`src/rtl/busarb_pkg.sv`:
```
package busarb_pkg;

  typedef enum logic [1:0] {
    AG_IDLE = 2'd0,
    AG_REQ  = 2'd1,
    AG_OWN  = 2'd2
  } agent_st_e;

endpackage

```
`src/rtl/busarb_prio.sv`:
```
// Lowest-index-first one-hot selector over a request vector.
module busarb_prio #(
  parameter int WIDTH = 4
) (
  input  logic [WIDTH-1:0] pend_i,
  output logic [WIDTH-1:0] pick_o
);

  logic [WIDTH-1:0] lower_pending;

  assign lower_pending[0] = 1'b0;
  for (genvar i = 1; i < WIDTH; i++) begin : g_chain
    assign lower_pending[i] = lower_pending[i-1] | pend_i[i-1];
  end

  assign pick_o = pend_i & ~lower_pending;

  always_comb begin
    assert ($onehot0(pick_o)) else $error("prio pick not one-hot (R3)");
  end

endmodule

```
`src/rtl/busarb_grant.sv`:
```
// Central arbiter: registered active-low grants, held until ownership is seen.
module busarb_grant #(
  parameter int NUM_REQ = 4
) (
  input  logic               clk,
  input  logic               rst,
  input  logic [NUM_REQ-1:0] breq_n_i,
  input  logic               bbusy_n_i,
  output logic [NUM_REQ-1:0] bgnt_n_o
);

  logic [NUM_REQ-1:0] gnt_q;
  logic [NUM_REQ-1:0] pending;
  logic [NUM_REQ-1:0] pick;
  logic               held;
  logic               release_now;

  assign pending = ~breq_n_i;
  assign held    = |gnt_q;
  // Holder has withdrawn its request while the bus is busy: it took ownership.
  assign release_now = held && !bbusy_n_i && |(gnt_q & breq_n_i);

  busarb_prio #(.WIDTH(NUM_REQ)) u_prio (
    .pend_i (pending),
    .pick_o (pick)
  );

  always_ff @(posedge clk) begin
    if (rst) begin
      gnt_q <= '0;
    end else if (held) begin
      if (release_now) gnt_q <= '0;
    end else if (|pending) begin
      gnt_q <= pick;
    end
  end

  assign bgnt_n_o = ~gnt_q;

  p_one_grant_r3: assert property (@(posedge clk) disable iff (rst)
    $onehot0(~bgnt_n_o));

  p_grant_hold_r4: assert property (@(posedge clk) disable iff (rst)
    (held && !(!bbusy_n_i && |(~bgnt_n_o & breq_n_i))) |=> $stable(bgnt_n_o));

  p_gap_after_release_r4: assert property (@(posedge clk) disable iff (rst)
    release_now |=> (&bgnt_n_o));

endmodule

```
`src/rtl/busarb_agent.sv`:
```
// Requester-side handshake: request, wait for grant and idle bus, own, release.
module busarb_agent (
  input  logic clk,
  input  logic rst,
  input  logic want_i,
  input  logic done_i,
  input  logic gnt_n_i,
  input  logic bbusy_n_i,
  output logic breq_n_o,
  output logic busy_n_o
);
  import busarb_pkg::*;

  agent_st_e st_q;

  always_ff @(posedge clk) begin
    if (rst) begin
      st_q     <= AG_IDLE;
      breq_n_o <= 1'b1;
      busy_n_o <= 1'b1;
    end else begin
      case (st_q)
        AG_IDLE: begin
          if (want_i) begin
            st_q     <= AG_REQ;
            breq_n_o <= 1'b0;
          end
        end
        AG_REQ: begin
          if (!gnt_n_i && bbusy_n_i) begin
            st_q     <= AG_OWN;
            breq_n_o <= 1'b1;
            busy_n_o <= 1'b0;
          end
        end
        AG_OWN: begin
          if (done_i) begin
            st_q     <= AG_IDLE;
            busy_n_o <= 1'b1;
          end
        end
        default: begin
          st_q     <= AG_IDLE;
          breq_n_o <= 1'b1;
          busy_n_o <= 1'b1;
        end
      endcase
    end
  end

  p_req_held_r2: assert property (@(posedge clk) disable iff (rst)
    (!breq_n_o && busy_n_o) |=> (!breq_n_o || !busy_n_o));

  p_take_needs_idle_r5: assert property (@(posedge clk) disable iff (rst)
    $fell(busy_n_o) |-> ($past(bbusy_n_i) && !$past(gnt_n_i)));

  p_req_drops_with_busy_r5: assert property (@(posedge clk) disable iff (rst)
    $fell(busy_n_o) |-> $rose(breq_n_o));

  p_release_on_done_r7: assert property (@(posedge clk) disable iff (rst)
    (!busy_n_o && done_i) |=> busy_n_o);

endmodule

```
`src/rtl/busarb_top.sv`:
```
module busarb_top #(
  parameter int NUM_REQ = 4
) (
  input  logic               clk,
  input  logic               rst,
  input  logic [NUM_REQ-1:0] want_i,
  input  logic [NUM_REQ-1:0] done_i,
  output logic [NUM_REQ-1:0] breq_n_o,
  output logic [NUM_REQ-1:0] bgnt_n_o,
  output logic               bbusy_n_o,
  output logic [NUM_REQ-1:0] owner_o
);

  logic [NUM_REQ-1:0] busy_n_vec;

  busarb_grant #(.NUM_REQ(NUM_REQ)) u_grant (
    .clk       (clk),
    .rst       (rst),
    .breq_n_i  (breq_n_o),
    .bbusy_n_i (bbusy_n_o),
    .bgnt_n_o  (bgnt_n_o)
  );

  for (genvar i = 0; i < NUM_REQ; i++) begin : g_agent
    busarb_agent u_agent (
      .clk       (clk),
      .rst       (rst),
      .want_i    (want_i[i]),
      .done_i    (done_i[i]),
      .gnt_n_i   (bgnt_n_o[i]),
      .bbusy_n_i (bbusy_n_o),
      .breq_n_o  (breq_n_o[i]),
      .busy_n_o  (busy_n_vec[i])
    );
  end

  // Wired-AND of the active-low busy outputs.
  assign bbusy_n_o = &busy_n_vec;
  assign owner_o   = ~busy_n_vec;

  p_single_owner_r6: assert property (@(posedge clk) disable iff (rst)
    $onehot0(owner_o));

  p_busy_iff_owner_r8: assert property (@(posedge clk) disable iff (rst)
    (bbusy_n_o == 1'b0) == (|owner_o));

endmodule

```
`config.mk`:
```
export PLATFORM = sky130hd
export DESIGN_NAME = busarb_top
export DESIGN_NICKNAME = d
export VERILOG_FILES = /design/src/rtl/busarb_pkg.sv /design/src/rtl/busarb_prio.sv /design/src/rtl/busarb_grant.sv /design/src/rtl/busarb_agent.sv /design/src/rtl/busarb_top.sv
export SDC_FILE = /design/constraint.sdc
export NUM_CORES = 1
export LEC_CHECK = 0
export ABC_AREA = 1
export BUFFER_PORTS_ARGS = -buffer_cell sky130_fd_sc_hd__buf_2
export CAP_MARGIN = 20
export CORE_MARGIN = 2
export CORE_UTILIZATION = 35
export DETAILED_ROUTE_END_ITERATION = 10
export PLACE_DENSITY = 0.61
export SYNTH_ARGS = -nofsm -noshare
export SYNTH_HDL_FRONTEND = slang
export SYNTH_HIERARCHICAL = 1
export SYNTH_SLANG_ARGS = --single-unit
```
`constraint.sdc`:
```
create_clock -name clk -period 1.72 [get_ports clk]
set_input_delay 0.086 -clock clk [delete_from_list [all_inputs] [get_ports clk]]
set_output_delay 0.086 -clock clk [all_outputs]
set_load 0.02 [all_outputs]
```
After elaboration in Yosys (flattened, before gate mapping)
Cells that the tools add are included.
{ "classes": {"n_addsub": 0, "mul": 0, "div": 0, "order_cmp": 0, "eq_ne": 21, "shifts": 0, "n_mux": 43, "bitwise": 16, "reduce_logical": 33} }
{ "op_table": {"columns": ["cell", "count"], "rows": [
  ["AND reduction 3 bit", 12],
  ["2-to-1 mux 2 bit", 12],
  ["case mux 1 bit (3 select lines)", 8],
  ["case mux 2 bit (3 select lines)", 4],
  ["inequality test 2 bit (second input constant)", 9],
  ["2-to-1 mux 1 bit", 16],
  ["inverter 4 bit", 4],
  ["2-to-1 mux 4 bit", 3],
  ["OR reduction 4 bit", 3],
  ["AND 4 bit", 2],
  ["== test 2 x 1 -> 1 bit (second input constant)", 4],
  ["== test 2 bit (second input constant)", 4],
  ["zero test 2 bit", 4],
  ["inequality test 2 x 1 -> 1 bit (second input constant)", 4],
  ["inverter 1 bit", 8],
  ["logical AND 1 bit", 6],
  ["zero test 1 bit", 5],
  ["AND reduction 4 bit", 1],
  ["OR 1 bit", 2],
  ["AND reduction 2 bit", 1],
  ["nonzero test 2 bit", 1]
]} }
{ "totals": {"regBits": 20, "latch_bits": 0, "ram_bits": 0, "rom_bits": 0, "inputBits": 10, "output_inout_bits": 13, "wordCells": 126, "mem_count": 0} }

Logic depth before layout (Yosys ltp)
Gate-level depths: netlist of the first run.
{ "logic_depth": {"depth_word": 7, "mapped_depth": 8, "mapped_depth_nobuf": 8} }

By module
Netlist of the first run, hierarchy kept.
{ "by_module_without_submodules": {"columns": ["mod", "n_inst", "cells_per_inst", "area_each_um2", "seq_area_each_um2"], "rows": [
  ["busarb_agent", 4, 29, 193.9, 80.1],
  ["busarb_grant", 1, 53, 307.8, 80.1],
  ["busarb_prio", 1, 9, 37.5, 0.0],
  ["busarb_top", 1, 7, 26.3, 0.0]
]} }

Worst setup path before layout of the first run
No wires, ideal clock.
{ "synth_path": {"path_kind": "register to register", "start": "register g_agent[0].u_agent.busy_n_o", "end": "register g_agent[3].u_agent.breq_n_o", "setup_ns": 0.117, "t_arrival_ns": 1.363, "t_required_ns": 1.603, "path_slack_ns": 0.240, "path_stages_with_launch": 8, "n_path_buf": 0, "synth_period_minus_slack_ns": 1.480, "cell_sequence": "dfxtp_1 -> nand2_1 -> nor2_1 -> nand2_1 -> nand2_2 -> nand2_1 -> nand2_1 -> nand2_1"} }
{ "synth_between": {"elab_chain_len": 4} }
{ "synth_rtl": {"columns": ["element", "line_no", "text"], "rows": [
  ["from (decl)", "busarb_agent.sv:10", "output logic busy_n_o"],
  ["from (signal assigned)", "busarb_agent.sv:20", "busy_n_o <= 1'b1;"],
  ["from (signal assigned)", "busarb_agent.sv:33", "busy_n_o <= 1'b0;"],
  ["from (signal assigned)", "busarb_agent.sv:39", "busy_n_o <= 1'b1;"],
  ["AND reduction 4 bit", "busarb_top.sv:38", "assign bbusy_n_o = &busy_n_vec;"],
  ["net bbusy_n_o", "busarb_top.sv:10", "output logic bbusy_n_o,"],
  ["logical AND 1 bit", "busarb_agent.sv:30", "if (!gnt_n_i && bbusy_n_i) begin"],
  ["inequality test 2 x 1 -> 1 bit (no source line)", null, null],
  ["AND reduction 3 bit (no source line)", null, null],
  ["to (signal assigned)", "busarb_agent.sv:26", "breq_n_o <= 1'b0;"],
  ["to (signal assigned)", "busarb_agent.sv:32", "breq_n_o <= 1'b1;"],
  ["to (signal assigned)", "busarb_agent.sv:44", "breq_n_o <= 1'b1;"],
  ["to (decl)", "busarb_agent.sv:9", "output logic breq_n_o,"]
]} }
The timed path passes the listed nets, and every way through them passes these cells.
A chain may end at the register's enable or synchronous reset.

Worst setup path in the final report of the first run
{ "layout_path": {"start": "register g_agent[0].u_agent.busy_n_o", "end": "output port bbusy_n_o"} }
{ "layout_between": {"elab_chain_len": 1} }
{ "layout_rtl": {"columns": ["element", "line_no"], "rows": [
  ["AND reduction 4 bit", "busarb_top.sv:38"],
  ["to (decl)", "busarb_top.sv:10"]
]} }
No other way between the ends.

==> results of run 1 <==
-- sequential cells by signal, summed over array words and instances (netlist names) --
register                  count
u_grant/gnt_q                 4
g_agent.u_agent/st_q          8
g_agent.u_agent/busy_n_o      4
g_agent.u_agent/breq_n_o      4
-- routing by layer --
layer	track usage, %	up-vias	wire length [µm]
li1	-	611	-
met1	17.10	452	1159
met2	23.25	18	1105
met3	3.782	2	79
met4	5.590	0	27
met5	0	-	0
-- logic make-up (layout without fill, tap and decap cells) --
family          after synthesis  after routing  synth area share (%)
simple gates                 97             97                 38.17
compound gates               25             25                 12.54
buf+inv                      43             69                 14.39
flops                        20             20                 34.90
-- cell type report --
type                       count  share of cell area [%]
clock inverter                 1                   2.200
clock buffer                   3                   1.650
tap                           44                   4.033
timing repair buffer          23                   8.616
sequential                    20                   29.33
inverter                      42                   11.55
multi-input combinational    122                   42.62
-- power breakdown --
group          leakage [nW]  switching, mW  internal (mW)
logic                 0.612          0.617          0.341
clock network        0.0279          0.147          0.236
registers             0.165         0.0881          0.555
total                 0.805          0.853           1.13
-- placed cells by master, fill, tap and decap left out, drive strengths merged --
cell / count
nand2: 57
a21o: 4
inv: 42
a21oi: 17
nor2: 26
o21ai: 4
dfxtp: 20
bufinv: 1
nand4: 1
nand3b: 4
clkbuf: 3
buf: 23
nand3: 9
-- through the flow --
step                total power [mW]  hold WS (ns)  util (%)  setup slack [ns]  area (µm²)
floorplan                      1.392        0.1551         -            0.2400        1147
global placement               1.615        0.3576     42.64            0.5803        1313
detailed placement             1.614        0.3575     42.64            0.5781        1313
CTS                            2.011      0.001584     44.35            0.3802        1365
global route                   2.171      0.003623     44.35            0.3005        1365
finish                         1.984       0.02284     44.35            0.4202        1365
-- path summary, 6_finish.rpt --
kind                                              endpoint  slack [ns]  cells after the start
setup / recovery                                 bbusy_n_o        0.42                      4
hold / removal     g_agent[2].u_agent/st_q[0]$_SDFFE_PP0P_        0.02                      3
setup reg to reg             u_grant/gnt_q[2]$_SDFFE_PP0P_        0.53                      7
hold reg to reg   g_agent[1].u_agent/busy_n_o$_SDFFE_PP1P_        0.47                      2
-- worst min-delay path, cell delays in order --
cell     delay (ns)
buf_2          0.10
nand2_1        0.05
a21oi_1        0.05
==> out/metrics.yaml, run 1 <==
portBuffers: 22
end_kind: "output pin"
status: "finished clean"
synth_top_area_share_pct: 34.90
fin_cells: 255
cp_top_family: "flip-flops"
multi_input_area_um2: 581.8
htreeDepth: 1
initialDrtViolationCount: 33
report.final.hold_viol_count: 0
initial_utilization_pct: 37.28
hold_path.class: "in2reg"
rows: 20
cts_tree: "yes"
slew_violations: 0
grt_max_degree: 18
place_hpwl_um: 1789
synthArstFlopShare_pct: 0
cts_hold_buf: 0
via_count: 1083
insertedDiodeCount: 0
tightest_slew_ns: 0.3145
worstPathArrival_ns: 1.21
tns_ns: 0
antenna_found_initial: 0
drtPass1Iterations: 4
grtUsageTotal_pct: 13.98
r2r_start: "g_agent[0].u_agent/busy_n_o$_SDFFE_PP1P_"
hp-start: "want_i[2]"
clock_latency_ns: 0.31
max_stage_delay_ns: 0.39
cap_violations: 0
cp_cell_sequence: "nand2_1 -> nor2_1 -> buf_4 -> buf_2"
final-setup-viol-count: 0
via_per_inst: 4.247
synth.distinct_cells: 17
area.growth.synth_to_final_pct: 18.98
seqCellArea_um2: 400.4
fin_crit_sh_pct: 75.57
max-slew-margin-rel_pct: 79.03
fp.dieW_um: 61.26
ir_worst_vdd_mv: 0.9633
place_inst: 251
synth-edff-count: 0
synth_area_leader_cell: "dfxtp_1"
ant_nets: 0
crit_fanout: 10
critical_path_buf_inv_count: 2
cellPowerDensity_nw_per_um2: 1454
fillerInstances: 323
cts_buffers: 3
avgSynthCellArea_um2: 6.202
core_um2: 3078
finalCriticalPeriod_ns: 1.300
cts.clk_slew.worst_paths_ns: 0.13
crit_slowest_cell: "dfxtp_1"
cts_buffer_depth: 2
grt_pass1_wl_um: 3836
clkSinkCount: 20
drc: 0
cp_data_required_time_ns: 1.63
cts_resized: 0
ios: 23
gr-total-overflow: 0
finalNetCount: 222
worst-setup-path-type: "reg2out"
die_area_um2: 3752
ys_warn_count: 6
syn_area_um2: 1147
synth-seq-cells: 20
rsz0062_at_grt: "no"
cts_root_buf: "clkbuf_4"
cts_setup_buffers: 0
place_congestion: 0.7697
wl_per_cell_um: 9.302
synthTopCellsByCount: "nand2_1 (52), inv_1 (41), dfxtp_1 (20), nor2_1 (20), a21oi_1 (16)"
grt_pass1_vias: 927
clock-skew-final_ns: 0.01827
fmax_ghz: 0.7694
yosysMostFrequentCell: "nand2_1"
ys_dominant_reg_cell: "dfxtp_1"
die_y_um: 61.26
synth_seq_area_share_pct: 34.90
startpoint_type: "flop"
routed_wl_um: 2372
syn_nets: 195
critPathLaunch: "g_agent[0].u_agent/busy_n_o$_SDFFE_PP1P_"
synthTopCellsByArea: "dfxtp_1 (35%), nand2_1 (17%), inv_1 (13%), a21oi_1 (7.0%), nor2_1 (6.5%)"
p_leak_nw: 0.8054
layout-drive-gt1-share_pct: 21.33
syn_inst: 185
No activity file was read; power rests on OpenSTA's default activity.
==> inputs of run 2 (changes only) <==
--- a/config.mk
+++ b/config.mk
@@ -5,13 +5,13 @@
 export SDC_FILE = /design/constraint.sdc
 export NUM_CORES = 1
 export LEC_CHECK = 0
-export ABC_AREA = 1
+export ABC_AREA = 0
 export BUFFER_PORTS_ARGS = -buffer_cell sky130_fd_sc_hd__buf_2
 export CAP_MARGIN = 20
 export CORE_MARGIN = 2
 export CORE_UTILIZATION = 35
 export DETAILED_ROUTE_END_ITERATION = 10
-export PLACE_DENSITY = 0.61
+export PLACE_DENSITY = 0.62
 export SYNTH_ARGS = -nofsm -noshare
 export SYNTH_HDL_FRONTEND = slang
 export SYNTH_HIERARCHICAL = 1
==> constraint.sdc (replaced) <==
create_clock -name clk -period 1.2 [get_ports clk]
set_input_delay 0.06 -clock clk [delete_from_list [all_inputs] [get_ports clk]]
set_output_delay 0.06 -clock clk [all_outputs]
set_load 0.02 [all_outputs]
==> out/metrics.yaml, run 2 <==
status: "finished clean"  # unchanged
end_kind: "output pin"  # unchanged
place_inst: 164  # was 251
startpoint_type: "flop"  # unchanged
synth_xor_area_share_pct: 0  # unchanged
report.final.hold_viol_count: 0  # unchanged
clkSinkCount: 20  # unchanged
synth-simple-area-share_pct: 34.72  # was 38.17%
clock_latency_ns: 0.30  # was 0.31 ns
layout-drive-gt1-share_pct: 35.51  # was 21.33%
synth.distinct_cells: 24  # was 17
cts_buffer_depth: 2  # unchanged
synthTopCellsByCount: "dfxtp_1 (20), inv_1 (12), nor3_1 (12)"  # was nand2_1 (52), inv_1 (41), dfxtp_1 (20), nor2_1 (20), a21oi_1 (16)
yosysMostFrequentCell: "dfxtp_1"  # was nand2_1
core_um2: 2686  # was 3078 µm²
place_congestion: 0.8229  # was 0.7697
hold_path.class: "in2reg"  # unchanged
synth-compound-area-share_pct: 18.21  # was 12.54%
cellPowerDensity_nw_per_um2: 2186  # was 1454 nW/µm²
grt_pass1_wl_um: 3684  # was 3836 µm
die_area_um2: 3184  # was 3752 µm²
cts_tree: "yes"  # unchanged
fp.dieW_um: 56.43  # was 61.26 µm
ys_warn_count: 6  # unchanged
max-slew-margin-rel_pct: 80.05  # was 79.03%
finalNetCount: 149  # was 222
cts.clk_slew.worst_paths_ns: 0.12  # was 0.13 ns
place_hpwl_um: 1589  # was 1789 µm
synth-edff-count: 0  # unchanged
placed_area_um2: 1156  # was 1313 µm²
initialDrtViolationCount: 17  # was 33
cap_violations: 0  # unchanged
cp_data_required_time_ns: 1.14  # was 1.63 ns
drc: 0  # unchanged
cts_buffers: 3  # unchanged
via_count: 911  # was 1083
clock-skew-final_ns: 0.01056  # was 0.01827 ns
rrSetupSlack_ns: 0.03  # was 0.53 ns
syn_inst: 107  # was 185
ant_nets: 0  # unchanged
portBuffers: 22  # unchanged
fin_cells: 169  # was 255
slew_violations: 0  # unchanged
p_leak_nw: 0.5136  # was 0.8054 nW
r2r_start: "g_agent[3].u_agent/busy_n_o$_SDFFE_PP1P_"  # was g_agent[0].u_agent/busy_n_o$_SDFFE_PP1P_
finalCriticalPeriod_ns: 1.169
tightest_slew_ns: 0.2951  # was 0.3145 ns
largest_reg_flops: 8  # unchanged
place_ws_ns: 0.02066  # was 0.5781 ns
setup_slack_ns: 0.03091  # was 0.4202 ns
hp-start: "done_i[2]"  # was want_i[2]
fin_crit_sh_pct: 97.42
drtPass1Iterations: 4  # unchanged
gr-total-overflow: 0  # unchanged
syn_nets: 117  # was 195
layout_commonest_cell: "buf_2"  # was nand2_1
cts_hold_buf: 0  # unchanged
synth_area_leader_cell: "dfxtp_1"  # unchanged
area.growth.synth_to_final_pct: 29.39  # was 18.98%
mostFrequentLayoutCells: "buf_2 (22), dfxtp_1 (16), inv_1 (12), nor3_1 (12), nor4_1 (5)"  # was nand2_1 (52), inv_1 (41), buf_2 (22)
avgSynthCellArea_um2: 8.992  # was 6.202 µm²
muxShareOfSynthArea_pct: 0  # unchanged
ir_worst_vdd_mv: 1.248  # was 0.9633 mV
cts_setup_buffers: 0  # unchanged
power_mw: 2.721  # was 1.984 mW
synthTopCellsByArea: "dfxtp_1 (42%), nor3_1 (6.2%), inv_1 (4.7%), a2111oi_1 (4.2%), nor4b_1 (3.6%)"  # was dfxtp_1 (35%), nand2_1 (17%), inv_1 (13%), a21oi_1 (7.0%), nor2_1 (6.5%)
routed_wl_um: 2239  # was 2372 µm
synth_fa_ha_area_share_pct: 0  # unchanged
syn_area_um2: 962.2  # was 1147 µm²
grtUsageTotal_pct: 14.32  # was 13.98%
worst-setup-path-type: "reg2out"  # unchanged
critPathLaunch: "g_agent[3].u_agent/busy_n_o$_SDFFE_PP1P_"  # was g_agent[0].u_agent/busy_n_o$_SDFFE_PP1P_
worstPathArrival_ns: 1.11  # was 1.21 ns
rsz0062_at_grt: "yes"  # was no
hold_ws_ns: 0.01946  # was 0.02284 ns
antenna_found_initial: 0  # unchanged
synth_top_family_by_area: "simple AND/OR/NAND/NOR gates"  # unchanged
insertedDiodeCount: 0  # unchanged
fmax_ghz: 0.8554
ys_dominant_reg_cell: "dfxtp_1"  # unchanged
wl_per_cell_um: 13.25  # was 9.302 µm
synth-seq-cells: 20  # unchanged
fin_area_um2: 1245  # was 1365 µm²
synth_seq_area_share_pct: 41.61  # was 34.90%
htreeDepth: 1  # unchanged
rows: 19  # was 20
ios: 23  # unchanged
grt_pass1_vias: 826  # was 927
die_y_um: 56.43  # was 61.26 µm
via_per_inst: 5.391  # was 4.247
post-route-util_pct: 46.34  # was 44.35%
synthArstFlopShare_pct: 0  # unchanged
tns_ns: 0  # unchanged
fillerInstances: 273  # was 323
largest_register: "g_agent.u_agent/st_q"  # unchanged
crit_fanout: 5  # was 10
initial_utilization_pct: 35.82  # was 37.28%
final-setup-viol-count: 0  # unchanged
grt_max_degree: 19  # was 18
synth_top_area_share_pct: 41.61  # was 34.90%
cts_root_buf: "clkbuf_4"  # unchanged
==> run 2: what timing repair did <==
action                                  CTS  global route
cloned                                    1             0
resized for setup                         3             7
endpoints found under the setup margin    2            16
pin swaps                                 1             2
==> run 2: cell type report <==
type	instances	area, µm²	area share, %
clock buffer	3	22.52	1.809
clock inverter	1	30.03	2.412
multi-input combinational	75	543.0	43.62
sequential	20	405.4	32.56
tap	31	38.79	3.116
inverter	12	45.04	3.618
timing repair buffer	27	160.2	12.86
==> run 2: logic make-up after synthesis <==
| kind of cell | after synthesis |
|---|---|
| AO/OA/AOI/OAI | 23 |
| buffers and inverters | 13 |
| flip-flops | 20 |
| AND/OR/NAND/NOR | 51 |
==> run 2: metal layers <==
| layer | up-vias | share of wire (%) | global-route usage [%] |
|---|---|---|---|
| met5 | - | 0 | 0 |
| met2 | 16 | 48 | 23.92 |
| li1 | 465 | - | - |
| met1 | 428 | 47 | 18.23 |
| met4 | 0 | 0.58 | 3.061 |
| met3 | 2 | 4.6 | 4.147 |
==> run 2: final timing paths <==
kind / end / depth (start not counted)
setup / recovery: bbusy_n_o / 2
hold reg to reg: u_grant/gnt_q[1]$_SDFFE_PP0P_ / 2
hold / removal: g_agent[2].u_agent/busy_n_o$_SDFFE_PP1P_ / 3
setup reg to reg: g_agent[2].u_agent/st_q[0]$_SDFFE_PP0P_ / 3
==> run 2: power by group <==
part	switching [mW]	internal [mW]	total [mW]
logic	0.643	0.494	1.14
clock network	0.217	0.338	0.554
registers	0.198	0.832	1.03
total	1.06	1.66	2.72
==> run 2: worst max-delay path: stages (launching register included) <==
cell     delay [ns]
dfxtp_2        0.36
and4_4         0.27
buf_2          0.18
==> inputs of run 3 (changes only) <==
--- a/config.mk
+++ b/config.mk
@@ -9,9 +9,9 @@
 export BUFFER_PORTS_ARGS = -buffer_cell sky130_fd_sc_hd__buf_2
 export CAP_MARGIN = 20
 export CORE_MARGIN = 2
-export CORE_UTILIZATION = 35
+export CORE_UTILIZATION = 51
 export DETAILED_ROUTE_END_ITERATION = 10
-export PLACE_DENSITY = 0.62
+export PLACE_DENSITY = 0.83
 export SYNTH_ARGS = -nofsm -noshare
 export SYNTH_HDL_FRONTEND = slang
 export SYNTH_HIERARCHICAL = 1
==> out/metrics.yaml, run 3 (synthesized netlist as in run 2, its figures left out) <==
critPathLaunch: "g_agent[1].u_agent/busy_n_o$_SDFFE_PP1P_"  # was g_agent[3].u_agent/busy_n_o$_SDFFE_PP1P_
antenna_found_initial: 0  # unchanged
place_inst: 159  # was 164
multi_input_area_um2: 550.5  # was 543.0 µm²
grt_pass1_vias: 823  # was 826
portBuffers: 22  # unchanged
fillerInstances: 142  # was 273
finalNetCount: 150  # was 149
place_hpwl_um: 1574  # was 1589 µm
drtPass1Iterations: 4  # unchanged
gr-total-overflow: 0  # unchanged
die_y_um: 47.44  # was 56.43 µm
worstPathArrival_ns: 1.45  # was 1.11 ns
rrSetupSlack_ns: 0.004  # was 0.03 ns
via_per_inst: 5.689  # was 5.391
final-setup-viol-count: 0  # unchanged
cts_tree: "yes"  # unchanged
fp.dieW_um: 47.44  # was 56.43 µm
hold_path.class: "in2reg"  # unchanged
ant_nets: 0  # unchanged
cp_top_family: "simple AND/OR/NAND/NOR gates"  # was flip-flops
cellPowerDensity_nw_per_um2: 2217  # was 2186 nW/µm²
grt_max_degree: 21  # was 19
wl_per_cell_um: 13.87  # was 13.25 µm
placed_area_um2: 1144  # was 1156 µm²
via_count: 933  # was 911
clkSinkCount: 20  # unchanged
hp-start: "done_i[3]"  # was done_i[2]
r2r_cells: 4  # was 3
initialDrtViolationCount: 7  # was 17
cts_hold_buf: 0  # unchanged
r2r-end: "g_agent[3].u_agent/breq_n_o$_SDFFE_PP1P_"  # was g_agent[2].u_agent/st_q[0]$_SDFFE_PP0P_
place_congestion: 0.8329  # was 0.8229
ios: 23  # unchanged
p_leak_nw: 0.5217  # was 0.5136 nW
max_stage_delay_ns: 0.38  # was 0.36 ns
seqCellArea_um2: 404.1  # was 405.4 µm²
clock-skew-final_ns: 0.01578  # was 0.01056 ns
end_kind: "flop"  # was output pin
cp_data_required_time_ns: 1.45  # was 1.14 ns
fin_area_um2: 1241  # was 1245 µm²
mostFrequentLayoutCells: "buf_2 (21), dfxtp_1 (17), inv_1 (12), nor3_1 (12), buf_4 (7)"  # was buf_2 (22), dfxtp_1 (16), inv_1 (12), nor3_1 (12), nor4_1 (5)
die_area_um2: 2250  # was 3184 µm²
initial_utilization_pct: 55.13  # was 35.82%
wl_met3_um: 80  # was 104 µm
met2_length_um: 1152  # was 1074 µm
fmax_ghz: 0.8363  # was 0.8554 GHz
drc: 0  # unchanged
grtUsageTotal_pct: 22.45  # was 14.32%
worst-setup-path-type: "reg2reg"  # was reg2out
critical_path_buf_inv_count: 0  # was 1
crit_slowest_cell: "dfxtp_1"  # was dfxtp_2
area.growth.synth_to_final_pct: 29.00  # was 29.39%
layout_commonest_cell: "buf_2"  # unchanged
cts_buffer_depth: 2  # unchanged
cp_cell_sequence: "and4_4 -> nor2b_1 -> nor4_1 -> nor3_1"  # was and4_4 -> buf_2
cts.clk_slew.worst_paths_ns: 0.13  # was 0.12 ns
r2r_start: "g_agent[1].u_agent/busy_n_o$_SDFFE_PP1P_"  # was g_agent[3].u_agent/busy_n_o$_SDFFE_PP1P_
max-slew-margin-rel_pct: 75.08  # was 80.05%
cts_buffers: 3  # unchanged
tns_ns: 0  # unchanged
fin_crit_sh_pct: 99.64  # was 97.42%
largest_register: "g_agent.u_agent/st_q"  # unchanged
post-route-util_pct: 71.11  # was 46.34%
routed_wl_um: 2275  # was 2239 µm
rsz0062_at_grt: "yes"  # unchanged
layout-drive-gt1-share_pct: 35.97  # was 35.51%
finalCriticalPeriod_ns: 1.196  # was 1.169 ns
whs_path_depth: 3  # unchanged
clock_latency_ns: 0.32  # was 0.30 ns
report.final.hold_viol_count: 0  # unchanged
insertedDiodeCount: 0  # unchanged
crit_fanout: 5  # unchanged
startpoint_type: "flop"  # unchanged
cap_violations: 0  # unchanged
slew_violations: 0  # unchanged
ir_worst_vdd_mv: 1.310  # was 1.248 mV
cts_setup_buffers: 0  # unchanged
cts_root_buf: "clkbuf_4"  # unchanged
tightest_slew_ns: 0.3739  # was 0.2951 ns
fin_cells: 164  # was 169
htreeDepth: 1  # unchanged
met1_length_um: 1016  # was 1046 µm
status: "finished clean"  # unchanged
grt_pass1_wl_um: 3456  # was 3684 µm
holdPathEnd: "g_agent[3].u_agent/busy_n_o$_SDFFE_PP1P_"  # was g_agent[2].u_agent/busy_n_o$_SDFFE_PP1P_
highest_layer: "met4"  # unchanged
largest_reg_flops: 8  # unchanged
core_um2: 1745  # was 2686 µm²
rows: 15  # was 19
==> run 3: layer usage <==
| metal | vias to the layer above | global-route usage [%] |
|---|---|---|
| met4 | 0 | 10.56 |
| met1 | 447 | 24.30 |
| li1 | 467 | - |
| met3 | 4 | 6.792 |
| met5 | - | 0 |
| met2 | 15 | 39.73 |
==> run 3: worst register-to-register path, stage by stage (launching register included) <==
cell and delay (ns):
dfxtp_1 0.38, and4_4 0.27, nor2b_1 0.24, nor4_1 0.08, nor3_1 0.18
==> run 3: worst max path at each step <==
stage / to / slack [ns] / depth (start not counted)
global placement: g_agent[2].u_agent/st_q[0]$_SDFFE_PP0P_ / 0.09 / 3
CTS: bbusy_n_o / -0.009 / 2
detailed placement: g_agent[2].u_agent/st_q[0]$_SDFFE_PP0P_ / 0.01 / 3
global route: g_agent[3].u_agent/st_q[0]$_SDFFE_PP0P_ / -0.06 / 3
finish: g_agent[3].u_agent/breq_n_o$_SDFFE_PP1P_ / 0.004 / 4
floorplan: g_agent[1].u_agent/st_q[0]$_SDFFE_PP0P_ / 0.06 / 3
==> run 3: layout make-up <==
class                   instances  area share (%)
multi-input cells              75           44.35
clock buffers                   3           1.815
inverters                      12           3.629
flip-flops and latches         20           32.56
clock inverters                 1           2.419
well taps                      25           2.520
repair buffers                 28           12.70
==> run 3: stage by stage <==
step	setup slack, ns	hold WS [ns]	total power [mW]
final	0.004327	0.01918	2.751
after global routing	-0.05650	0.009812	2.921
after CTS	-0.008617	0.005602	2.689
after detailed placement	0.01112	0.3525	2.078
after global placement	0.08763	0.3450	2.045
after floorplan	0.05977	0.1269	1.736
==> run 3: power breakdown <==
| part | switching [mW] | internal (mW) | total [mW] |
|---|---|---|---|
| combinational | 0.633 | 0.520 | 1.15 |
| sequential | 0.208 | 0.830 | 1.04 |
| clock | 0.222 | 0.338 | 0.560 |
==> run 3: timing repair <==
action                     CTS  global route
setup endpoints to repair    3            11
pin swaps                    0             5
gates resized for setup      5             7
gates cloned                 0             1
